<file path="config.mk">
export PLATFORM = sky130hd
export DESIGN_NAME = hpair_unit
export DESIGN_NICKNAME = d
export VERILOG_FILES = /design/src/rtl/hpair_pkg.sv /design/src/rtl/hpair_lane_combiner.sv /design/src/rtl/hpair_out_stage.sv /design/src/rtl/hpair_unit.sv
export SDC_FILE = /design/constraint.sdc
export NUM_CORES = 1
export LEC_CHECK = 0
export BUFFER_PORTS_ARGS = -buffer_cell sky130_fd_sc_hd__buf_4
export CAP_MARGIN = 20
export CORE_MARGIN = 1
export CORE_UTILIZATION = 50
export DETAILED_ROUTE_END_ITERATION = 12
export GPL_ROUTABILITY_DRIVEN = 0
export PLACE_DENSITY_LB_ADDON = 0.12
export SYNTH_ARGS = -nofsm -noshare
export SYNTH_HDL_FRONTEND = slang
export SYNTH_SLANG_ARGS = --single-unit
export TNS_END_PERCENT = 20
</file>
<file path="constraint.sdc">
create_clock -name clk -period 7.15 [get_ports clk]
set_clock_uncertainty 0.15 [all_clocks]
set_input_delay 0.715 -clock clk [delete_from_list [all_inputs] [get_ports clk]]
set_output_delay 0.715 -clock clk [all_outputs]
set_load 0.01 [all_outputs]
</file>
<file path="src/rtl/hpair_pkg.sv">
package hpair_pkg;

  // lane size selector values
  typedef enum logic {
    LANE_W16 = 1'b0,
    LANE_W32 = 1'b1
  } lane_sel_e;

  // a request with saturation and 32-bit lanes is undefined
  function automatic logic illegal_mode(input logic sat, input lane_sel_e lsel);
    return sat && (lsel == LANE_W32);
  endfunction

endpackage

</file>
<file path="src/rtl/hpair_lane_combiner.sv">
module hpair_lane_combiner #(
  parameter int VEC_W   = 128,
  parameter int LANE_W  = 16,
  parameter bit SAT_CAP = 1'b0
) (
  input  logic [VEC_W-1:0] vec_a,
  input  logic [VEC_W-1:0] vec_b,
  input  logic             do_sub,
  input  logic             do_sat,
  output logic [VEC_W-1:0] packed_res
);

  localparam int N_LANES = VEC_W / LANE_W;
  localparam int HALF    = N_LANES / 2;
  localparam logic [LANE_W-1:0] POS_MAX = {1'b0, {(LANE_W-1){1'b1}}};
  localparam logic [LANE_W-1:0] NEG_MIN = {1'b1, {(LANE_W-1){1'b0}}};

  for (genvar k = 0; k < N_LANES; k++) begin : g_lane
    localparam bit FROM_A = (k < HALF);
    localparam int PJ     = FROM_A ? k : k - HALF;

    logic [VEC_W-1:0]         src;
    logic signed [LANE_W:0]   even_x;
    logic signed [LANE_W:0]   odd_x;
    logic signed [LANE_W:0]   full;
    logic                     ovf;

    assign src    = FROM_A ? vec_a : vec_b;
    assign even_x = {src[(2*PJ)*LANE_W + LANE_W-1], src[(2*PJ)*LANE_W +: LANE_W]};
    assign odd_x  = {src[(2*PJ+1)*LANE_W + LANE_W-1], src[(2*PJ+1)*LANE_W +: LANE_W]};
    assign full   = do_sub ? (even_x - odd_x) : (even_x + odd_x);
    assign ovf    = full[LANE_W] ^ full[LANE_W-1];

    if (SAT_CAP) begin : g_sat
      always_comb begin
        if (do_sat && ovf)
          packed_res[k*LANE_W +: LANE_W] = full[LANE_W] ? NEG_MIN : POS_MAX;
        else
          packed_res[k*LANE_W +: LANE_W] = full[LANE_W-1:0];
      end
    end else begin : g_wrap
      logic unused_ok;
      assign unused_ok = do_sat ^ ovf;
      assign packed_res[k*LANE_W +: LANE_W] = full[LANE_W-1:0];
    end
  end

endmodule

</file>
<file path="src/rtl/hpair_out_stage.sv">
module hpair_out_stage #(
  parameter int VEC_W = 128
) (
  input  logic             clk,
  input  logic             rst,
  input  logic             nxt_valid,
  input  logic [VEC_W-1:0] nxt_data,
  input  logic             nxt_err,
  output logic             q_valid,
  output logic [VEC_W-1:0] q_data,
  output logic             q_err
);

  always_ff @(posedge clk) begin
    if (rst) begin
      q_valid <= 1'b0;
      q_data  <= '0;
      q_err   <= 1'b0;
    end else begin
      q_valid <= nxt_valid;
      q_err   <= nxt_valid && nxt_err;
      if (nxt_valid) q_data <= nxt_data;
    end
  end


  valid_delay_chk: assert property (@(posedge clk) disable iff (rst)
    !$past(rst) |-> (q_valid == $past(nxt_valid)));


  hold_idle_chk: assert property (@(posedge clk) disable iff (rst)
    (!$past(rst) && !$past(nxt_valid)) |-> ($stable(q_data) && !q_err));

endmodule

</file>
<file path="src/rtl/hpair_unit.sv">
module hpair_unit #(
  parameter int VEC_W = 128
) (
  input  logic             clk,
  input  logic             rst,
  input  logic             in_valid,
  input  logic [VEC_W-1:0] opnd_a,
  input  logic [VEC_W-1:0] opnd_b,
  input  logic             mode_sub,
  input  logic             mode_dword,
  input  logic             mode_sat,
  output logic             res_valid,
  output logic [VEC_W-1:0] res_data,
  output logic             res_err
);
  import hpair_pkg::*;

  localparam int W16 = 16;
  localparam int W32 = 32;

  initial begin
    assert (VEC_W == 64 || VEC_W == 128);
  end

  lane_sel_e        lsel;
  logic [VEC_W-1:0] res16;
  logic [VEC_W-1:0] res32;
  logic [VEC_W-1:0] nxt_data;
  logic             bad_mode;

  assign lsel     = mode_dword ? LANE_W32 : LANE_W16;
  assign bad_mode = illegal_mode(mode_sat, lsel);

  hpair_lane_combiner #(.VEC_W(VEC_W), .LANE_W(W16), .SAT_CAP(1'b1)) u_word (
    .vec_a(opnd_a), .vec_b(opnd_b), .do_sub(mode_sub), .do_sat(mode_sat),
    .packed_res(res16)
  );

  hpair_lane_combiner #(.VEC_W(VEC_W), .LANE_W(W32), .SAT_CAP(1'b0)) u_dword (
    .vec_a(opnd_a), .vec_b(opnd_b), .do_sub(mode_sub), .do_sat(1'b0),
    .packed_res(res32)
  );

  always_comb begin
    if (bad_mode)             nxt_data = '0;
    else if (lsel == LANE_W32) nxt_data = res32;
    else                      nxt_data = res16;
  end

  hpair_out_stage #(.VEC_W(VEC_W)) u_out (
    .clk(clk), .rst(rst),
    .nxt_valid(in_valid), .nxt_data(nxt_data), .nxt_err(bad_mode),
    .q_valid(res_valid), .q_data(res_data), .q_err(res_err)
  );


  err_zero_chk: assert property (@(posedge clk) disable iff (rst)
    res_err |-> (res_data == '0));


  err_needs_valid_chk: assert property (@(posedge clk) disable iff (rst)
    res_err |-> res_valid);


  err_cause_chk: assert property (@(posedge clk) disable iff (rst)
    (!$past(rst) && $past(in_valid)) |-> (res_err == ($past(mode_sat) && $past(mode_dword))));


  reset_clear_chk: assert property (@(posedge clk)
    $past(rst) |-> (!res_valid && !res_err && res_data == '0));

endmodule

</file>
Word-level counts from Yosys, hierarchy flattened
Index checks and enable logic that the tools add are counted.
- bits in registers: 130
- bits in latches: 0
- RAM bits: 0
- memory bits (read-only): 0
- word-level logic and storage cells: 76
- memories kept: 0
- add/sub/neg operators: 24
- multiply operators: 0
- divide/modulo/power cells: 0
- $lt $le $gt $ge: 0
- equality and inequality tests: 0
- shift operators: 0
- mux-type cells: 31
- bitwise logic cells: 8
- reductions and logical operators: 10
- operators by type and width (operator ; number):
    $mux 128 ; 2
    $mux 16 ; 16
    $add 16x16->17 ; 8
    $mux 17 ; 8
    $sub 16x16->17 ; 8
    $add 32x32->32 ; 4
    $mux 32 ; 4
    $sub 32x32->32 ; 4
    $logic_and 1x1->1 ; 10
    $xor 1x1->1 ; 8
    $mux 1 ; 1

Longest topological paths before layout
Gate-level depths: netlist of run 1.
- depth after elaboration: 7
- depth in mapped cells: 20
- gate-level depth less buffers: 19

Hierarchy
From an unflattened synthesis of run 1, not the netlist that was laid out.
- cells, all modules: 3429
- area, all modules: 25285.5 µm²
- modules (own cells, without submodules) (module ; times used ; cells each ; area an instance (µm²)):
    hpair_lane_combiner (u_word) ; 1 ; 1586 ; 10520.1
    hpair_lane_combiner (u_dword) ; 1 ; 1266 ; 8698.3
    hpair_out_stage ; 1 ; 417 ; 4694.5
    hpair_unit ; 1 ; 160 ; 1372.6

Least setup slack after synthesis of run 1
Ideal clock, no wire load.
- path kind: input to register
- start: in mode_sub
- end: reg u_out.q_data[113]
- setup time: 86 ps
- arrival: 5135 ps
- slack: 1780 ps
- cell stages on the path: 17
- cell sequence: clkbuf_1 > buf_2 > clkbuf_1 > clkbuf_1 > clkbuf_1 > mux2_2 > fa_1 > nor2b_1 > o2111a_1 > nor3b_1 > or4_1 > a32oi_1 > nor3_1 > clkbuf_1 > o21ai_0 > a22oi_1 > a211oi_1
- cells in the longest elaborated chain, start to end: 6
- elaborated cells on any way between the ends: 8
- RTL lines (element ; line ; source):
    start: declaration ; hpair_unit.sv:9 ; input logic mode_sub,
    $mux 17 ; hpair_lane_combiner.sv:31 ; assign full = do_sub ? (even_x - odd_x) : (even_x + odd_x);
    $xor 1x1->1 ; hpair_lane_combiner.sv:32 ; assign ovf = full[LANE_W] ^ full[LANE_W-1];
    $logic_and 1x1->1 ; hpair_lane_combiner.sv:36 ; if (do_sat && ovf)
    $mux 16 ; hpair_lane_combiner.sv:36 ;
    $mux 128 (*) ; hpair_unit.sv:46 ; else if (lsel == LANE_W32) nxt_data = res32;
    $mux 128 (*) ; hpair_unit.sv:45 ; if (bad_mode) nxt_data = '0;
    end signal: assignment ; hpair_out_stage.sv:22 ; if (nxt_valid) q_data <= nxt_data;
    end: declaration ; hpair_out_stage.sv:10 ; output logic [VEC_W-1:0] q_data,
Every way passes the cells marked *; elsewhere a longest branch is shown, timed or not.
A chain may end at the register's enable or synchronous reset.

Final worst setup path of run 1
- start: in mode_sub
- end: reg u_out.q_data[93]
Same word-level chain as after synthesis.

==> impl_metrics.env, run 1 <==
export IMPL_status="finished clean"
export IMPL_drc=0
export IMPL_cts_buffer_depth=2
export IMPL_synth_ff_type="dfxtp_1"
export IMPL_rows=78
export IMPL_yosysTopAreaCellShare=0.1432
export IMPL_postSynth_asyncResetShare=0
export IMPL_synthMuxAreaShare=0.01030
export IMPL_drv_slew=0
export IMPL_drive_gt1_frac=0.1421
export IMPL_ys_types=86
export IMPL_start_util=0.5073
export IMPL_cts_hold_buffers=0
export IMPL_drv_cap=0
export IMPL_synth_avg_cell_area_sq_um=7.195
export IMPL_ys_warn_count=0
export IMPL_synth_seq_area_share=0.1128
export IMPL_yosys_register_bits=130
export IMPL_end_kind="flop"
export IMPL_cellPowerDensity_mw_per_mm2=177.3
export IMPL_yosys_area_top_type="ha_1"
export IMPL_worst_pin_slew_ns=1.051
export IMPL_power_leakage_uw=0.01175
export IMPL_synth_common_cells="nor2_1, a21oi_1, xnor2_1"
export IMPL_die_area_sq_mm=0.04701
export IMPL_stdcell_area_sq_mm=0.02712
export IMPL_timing_final_crit_period_ns=5.485
export IMPL_die_w_um=216.8
export IMPL_ctsResizeCount=0
export IMPL_port_buffers=391
export IMPL_hold_path_class="reg -> reg"
export IMPL_swShare=0.4560
export IMPL_worstPathRequired_ns=7.33
export IMPL_drt_iter0_drc=2605
export IMPL_ios=392
export IMPL_pwr_share_seq=0.188
export IMPL_startpoint_type="primary input"
export IMPL_final_hold_violation_count=0
export IMPL_dp_final_hpwl_um=72450
export IMPL_crit_fanout=106
export IMPL_nets=4067
export IMPL_clock_latency_ns=0.48
export IMPL_dr_total_vias=26490
export IMPL_cts_root_buffer="clkbuf_16"
export IMPL_power_internal_uw=2616
export IMPL_grt_setup_unrepaired="no"
export IMPL_grt_ovfl_total=0
export IMPL_synth_area_sq_mm=0.02307
export IMPL_clock_fmax_mhz=182.3
export IMPL_synth_nets=3745
export IMPL_ant_nets=0
export IMPL_cts_tree="built"
export IMPL_finalSetupTns_ns=0
export IMPL_fp_coreArea_sq_mm=0.04548
export IMPL_track_usage=0.3662
export IMPL_clkPwrFrac=0.196
export IMPL_grt_pass1_wl_um=135000
export IMPL_synth_top_family_by_area="compound AO/OA/AOI/OAI gates"
export IMPL_cts_setup_buffers=0
export IMPL_synthXorXnorAreaFrac=0.1636
export IMPL_antenna_found_initial=2
export IMPL_synth_edff_count=0
export IMPL_grt_max_degree=107
export IMPL_post_dp_cell_area_sq_mm=0.02652
export IMPL_h_tree_depth=4
export IMPL_wire_per_inst_um=21.69
export IMPL_routed_wl_um=89830
export IMPL_p_comb_frac=0.617
export IMPL_ir_worst_vdd_mv=0.1713
export IMPL_synth_simple_area_share=0.2194
export IMPL_area_delta_synth_final_pct=17.53
export IMPL_synthTopCellsByArea="ha_1, xnor2_1, dfxtp_1"
export IMPL_synth_compound_area_share=0.3038
export IMPL_synth_most_common_cell="nor2_1"
export IMPL_path_class="in -> reg"
export IMPL_cts_clk_slew_worst_paths_ns=0.06
export IMPL_fp_dieH_um=216.8
export IMPL_crit_arrival_ns=5.66
export IMPL_grt_pass1_vias=24510
export IMPL_p_switching_uw=2192
export IMPL_syn_inst=3207
export IMPL_firstDrtPassIters=8
export IMPL_slew_headroom=0.2965
export IMPL_synthAdderAreaFrac=0.1536
export IMPL_cts_buffers_inserted=17
export IMPL_fin_crit_sh=0.7671
export IMPL_holdWs_ns=0.3236
export IMPL_fin_total_pwr_uw=4808
export IMPL_clock_sinks=130
export IMPL_setup_viol=0
export IMPL_vias_per_cell=6.394
## cell usage in the layout (no fill, tap or decap), types with 84 or more instances in the layout
cell,n
a21o_1,84
o21ai_0,197
xnor2_1,308
ha_1,264
nand2_1,211
xor2_1,123
inv_1,111
a21oi_1,335
dfxtp_1,130
buf_4,409
nor3_1,109
nor2_1,369
## final timing paths
check / startpoint / to / slack (ns) / depth (start not counted)
min reg2reg: u_out.q_data[7] / u_out.q_data[7] / 0.32 / 2
max reg2reg: u_out.q_data[42] / u_out.q_data[42] / 5.99 / 3
min: u_out.q_data[7] / u_out.q_data[7] / 0.32 / 2
max: mode_sub / u_out.q_data[93] / 1.67 / 15
## stage by stage
step / instances / util / setup WS [ns]
floorplan: 3207 / - / 1.780
global placement: 4109 / 0.5832 / 1.469
detailed placement: 4109 / 0.5832 / 1.312
CTS: 4140 / 0.5961 / 1.834
global route: 4141 / 0.5962 / 1.419
finish: 4142 / 0.5963 / 1.665
## registers in the layout, summed over array words and instances, names as in the netlist
name	count
u_out.q_valid	1
u_out.q_err	1
u_out.q_data	128
## power groups by stage
stage | clock [uW] | sequential, uW | combinational (uW)
floorplan | 0 | 928 | 1930
global placement | 0 | 912 | 2830
detailed placement | 0 | 913 | 2880
CTS | 946 | 900 | 2900
global route | 977 | 908 | 3210
finish | 942 | 902 | 2970
## kinds of logic after synthesis
family          count (synthesis)
flops                         130
xor+xnor                      431
mux                            22
buf+inv                       222
fa+ha+maj                     276
compound gates               1078
simple gates                 1048
## worst max-delay path, cell delays in order
cell and delay [ns]:
buf_6 0.59, inv_1 0.74, nand2_1 0.31, o21ai_1 0.26, nor2_1 0.19, xor2_1 0.18, ha_1 0.31, nand2_1 0.09
a21oi_1 0.04, a221o_1 0.34, o41ai_1 0.83, o21ai_0 0.40, a31oi_1 0.30, mux2i_1 0.21, a31oi_1 0.09
## cell type report
type,instances,area [sq um]
tap,600,750.7
clock buffer,20,446.7
fill,4290,18360
clock inverter,11,137.6
sequential,130,2603
inverter,113,424.2
antenna,1,2.502
multi-input combinational,2855,19650
timing repair buffer,412,3109
## metal layers
metal  track usage  up-vias  share of wire
met5             0        -        0.00014
met2        0.6078     1416           0.46
li1              -    12460              -
met1        0.4644    12390           0.41
met3       0.05954      220          0.095
met4        0.1643        2          0.042
No activity file was read; power rests on OpenSTA's default activity.
==> run 2, diff against run 1 <==
--- a/config.mk
+++ b/config.mk
@@ -5,6 +5,7 @@
 export SDC_FILE = /design/constraint.sdc
 export NUM_CORES = 1
 export LEC_CHECK = 0
+export ABC_AREA = 1
 export BUFFER_PORTS_ARGS = -buffer_cell sky130_fd_sc_hd__buf_4
 export CAP_MARGIN = 20
 export CORE_MARGIN = 1
==> constraint.sdc (replaced) <==
create_clock -name clk -period 4.86 [get_ports clk]
set_clock_uncertainty 0.15 [all_clocks]
set_input_delay 0.486 -clock clk [delete_from_list [all_inputs] [get_ports clk]]
set_output_delay 0.486 -clock clk [all_outputs]
set_load 0.01 [all_outputs]
==> impl_metrics.env, run 2 <==
export IMPL_largest_reg_flops=128
export IMPL_cts_hold_buffers=0
export IMPL_yosysTopAreaCellShare=0.2198
export IMPL_antenna_found_initial=10
export IMPL_clock_fmax_mhz=260.9
export IMPL_cts_buffers_inserted=17
export IMPL_final_hold_violation_count=0
export IMPL_hold_path_class="in -> reg"
export IMPL_cts_tree="built"
export IMPL_cellPowerDensity_mw_per_mm2=243.5
export IMPL_drive_gt1_frac=0.1070
export IMPL_final_common_cell="nand2_1"
export IMPL_grt_pass1_vias=29860
export IMPL_reg_largest_list="u_out.q_data x128, u_out.q_err x1, u_out.q_valid x1"
export IMPL_synth_avg_cell_area_sq_um=5.527
export IMPL_status="finished clean"
export IMPL_die_w_um=236.4
export IMPL_startpoint_type="primary input"
export IMPL_synth_nets=5510
export IMPL_ir_worst_vdd_mv=0.2898
export IMPL_fp_coreArea_sq_mm=0.05403
export IMPL_dp_final_hpwl_um=86410
export IMPL_grt_ovfl_total=0
export IMPL_yosys_register_bits=130
export IMPL_grt_max_degree=80
export IMPL_synth_seq_area_share=0.09470
export IMPL_timing_final_crit_period_ns=3.833
export IMPL_rows=85
export IMPL_nets=5832
export IMPL_routed_wl_um=104600
export IMPL_power_leakage_uw=0.01697
export IMPL_fin_crit_sh=0.7886
export IMPL_fillCellCount=5789
export IMPL_syn_inst=4972
export IMPL_ctsResizeCount=0
export IMPL_cts_buffer_depth=2
export IMPL_holdWs_ns=0.2163
export IMPL_area_delta_synth_final_pct=15.16
export IMPL_cts_clk_slew_worst_paths_ns=0.07
export IMPL_mostFrequentLayoutCells="nand2_1, inv_1, nor2_1"
export IMPL_ys_types=49
export IMPL_end_kind="flop"
export IMPL_ys_warn_count=0
export IMPL_drc=0
export IMPL_cts_setup_buffers=0
export IMPL_worstPathRequired_ns=5.14
export IMPL_setup_viol=0
export IMPL_crit_fanout=7
export IMPL_clock_sinks=130
export IMPL_ant_nets=0
export IMPL_synthTopCellsByArea="nand2_1, ha_1, dfxtp_1"
export IMPL_fp_dieH_um=236.4
export IMPL_instances_no_fill=6012
export IMPL_ios=392
export IMPL_path_class="in -> reg"
export IMPL_vias_per_cell=5.538
export IMPL_dp_cells=5971
export IMPL_h_tree_depth=4
export IMPL_slew_headroom=0.3123
export IMPL_dr_total_vias=33300
export IMPL_track_usage=0.3619
export IMPL_start_util=0.5087
export IMPL_worst_pin_slew_ns=1.032
export IMPL_top_register="u_out.q_data"
export IMPL_cts_root_buffer="clkbuf_16"
export IMPL_clock_latency_ns=0.50
export IMPL_synth_edff_count=0
export IMPL_grt_setup_unrepaired="no"
export IMPL_synth_ff_type="dfxtp_1"
export IMPL_firstDrtPassIters=8
export IMPL_wire_per_inst_um=17.39
export IMPL_postSynth_asyncResetShare=0
export IMPL_port_buffers=391
export IMPL_crit_arrival_ns=4.11
export IMPL_synth_most_common_cell="nand2_1"
export IMPL_synth_area_sq_mm=0.02748
export IMPL_grt_pass1_wl_um=160500
export IMPL_yosys_area_top_type="nand2_1"
export IMPL_drv_slew=0
export IMPL_drt_iter0_drc=3641
export IMPL_synth_common_cells="nand2_1, inv_1, nor2_1"
export IMPL_die_area_sq_mm=0.05591
export IMPL_drv_cap=0
export IMPL_finalSetupTns_ns=0
run 2: cell count changes in the layout (fill, tap and decap cells not counted), moves of 45 or more:
| cell | before | now |
|---|---|---|
| nand2_1 | 211 | 1608 |
| inv_1 | 111 | 642 |
| nand3_1 | 51 | 294 |
| xnor2_1 | 308 | 102 |
| a21oi_1 | 335 | 476 |
| nor2_1 | 369 | 481 |
| xor2_1 | 123 | 227 |
| a21o_1 | 84 | 17 |
| nor3_1 | 109 | 50 |
| nand2b_1 | 58 | 0 |
| a22oi_1 | 47 | 0 |
| a31oi_1 | 63 | 18 |
| nor2b_1 | 45 | 0 |
run 2: worst paths after layout:
path | start | endpoint | slack [ns] | cells past startpoint
setup reg to reg | u_out.q_data[94] | u_out.q_data[94] | 3.92 | 2
hold reg to reg | u_out.q_data[100] | u_out.q_data[100] | 0.31 | 2
setup / recovery | opnd_a[97] | u_out.q_data[60] | 1.03 | 26
hold / removal | in_valid | u_out.q_data[114] | 0.22 | 4
run 2: layout make-up:
cell class / instances / area, sq um / share of cell area
clock inverter: 14 / 200.2 / 0.006326
antenna: 9 / 22.52 / 0.0007116
multi-input combinational: 4067 / 21840 / 0.6902
clock buffer: 18 / 439.2 / 0.01388
timing repair buffer: 413 / 3163 / 0.09994
inverter: 665 / 2505 / 0.07915
sequential: 130 / 2603 / 0.08223
tap: 696 / 870.8 / 0.02752
run 2: cell families after synthesis:
| group | after synthesis | share of synthesized area |
|---|---|---|
| xor gates and xnor gates | 329 | 0.1048 |
| buffers and inverters | 775 | 0.1105 |
| and+or+nand+nor | 2623 | 0.3976 |
| AOI/OAI and AO/OA | 839 | 0.1634 |
| adders and majority gates | 276 | 0.1289 |
| DFF | 130 | 0.09470 |
run 2: report_power, final:
part           internal (uW)  leakage [uW]  switching (uW)
registers               1180       0.00107            78.3
logic                   1790        0.0156            3180
clock network            876      0.000304             606
total                   3850        0.0170            3860
run 2: layer usage:
| layer | routed length [um] | track usage | up-vias | part of all wire |
|---|---|---|---|---|
| met1 | 44680 | 0.4767 | 14810 | 0.43 |
| met3 | 9487 | 0.05793 | 263 | 0.091 |
| met5 | 11 | 0 | - | 0.00011 |
| li1 | - | - | 16640 | - |
| met4 | 4437 | 0.1608 | 2 | 0.042 |
| met2 | 45940 | 0.5784 | 1585 | 0.44 |
run 2: critical path, cell delays in order:
cell and delay (ns):
buf_4 0.13, inv_1 0.09, ha_1 0.17, nand2_1 0.05, nor2_1 0.12, nand2_1 0.10, nor3_2 0.14, nand2_1 0.08
inv_1 0.06, nand3_1 0.09, o21ai_2 0.16, o21ai_1 0.23, nor2_2 0.19, nand2_1 0.08, xor2_1 0.15, ha_1 0.39
nand2_1 0.13, nor2_1 0.19, nand2_1 0.11, nor4_1 0.23, nand2_1 0.18, nand2_1 0.10, nand2_1 0.05, a31oi_1 0.20
nand2_1 0.08, a21oi_1 0.12
run 2: through the flow:
| stage | power, uW | cell area, sq um | utilization | setup slack [ns] |
|---|---|---|---|---|
| floorplan | 4676 | 27480 | - | 1.358 |
| global placement | 6102 | 30990 | 0.5735 | 0.6706 |
| detailed placement | 6120 | 30990 | 0.5735 | 0.6328 |
| CTS | 7628 | 31630 | 0.5854 | 1.151 |
| global route | 8312 | 31650 | 0.5858 | 0.6705 |
| finish | 7708 | 31650 | 0.5858 | 1.027 |
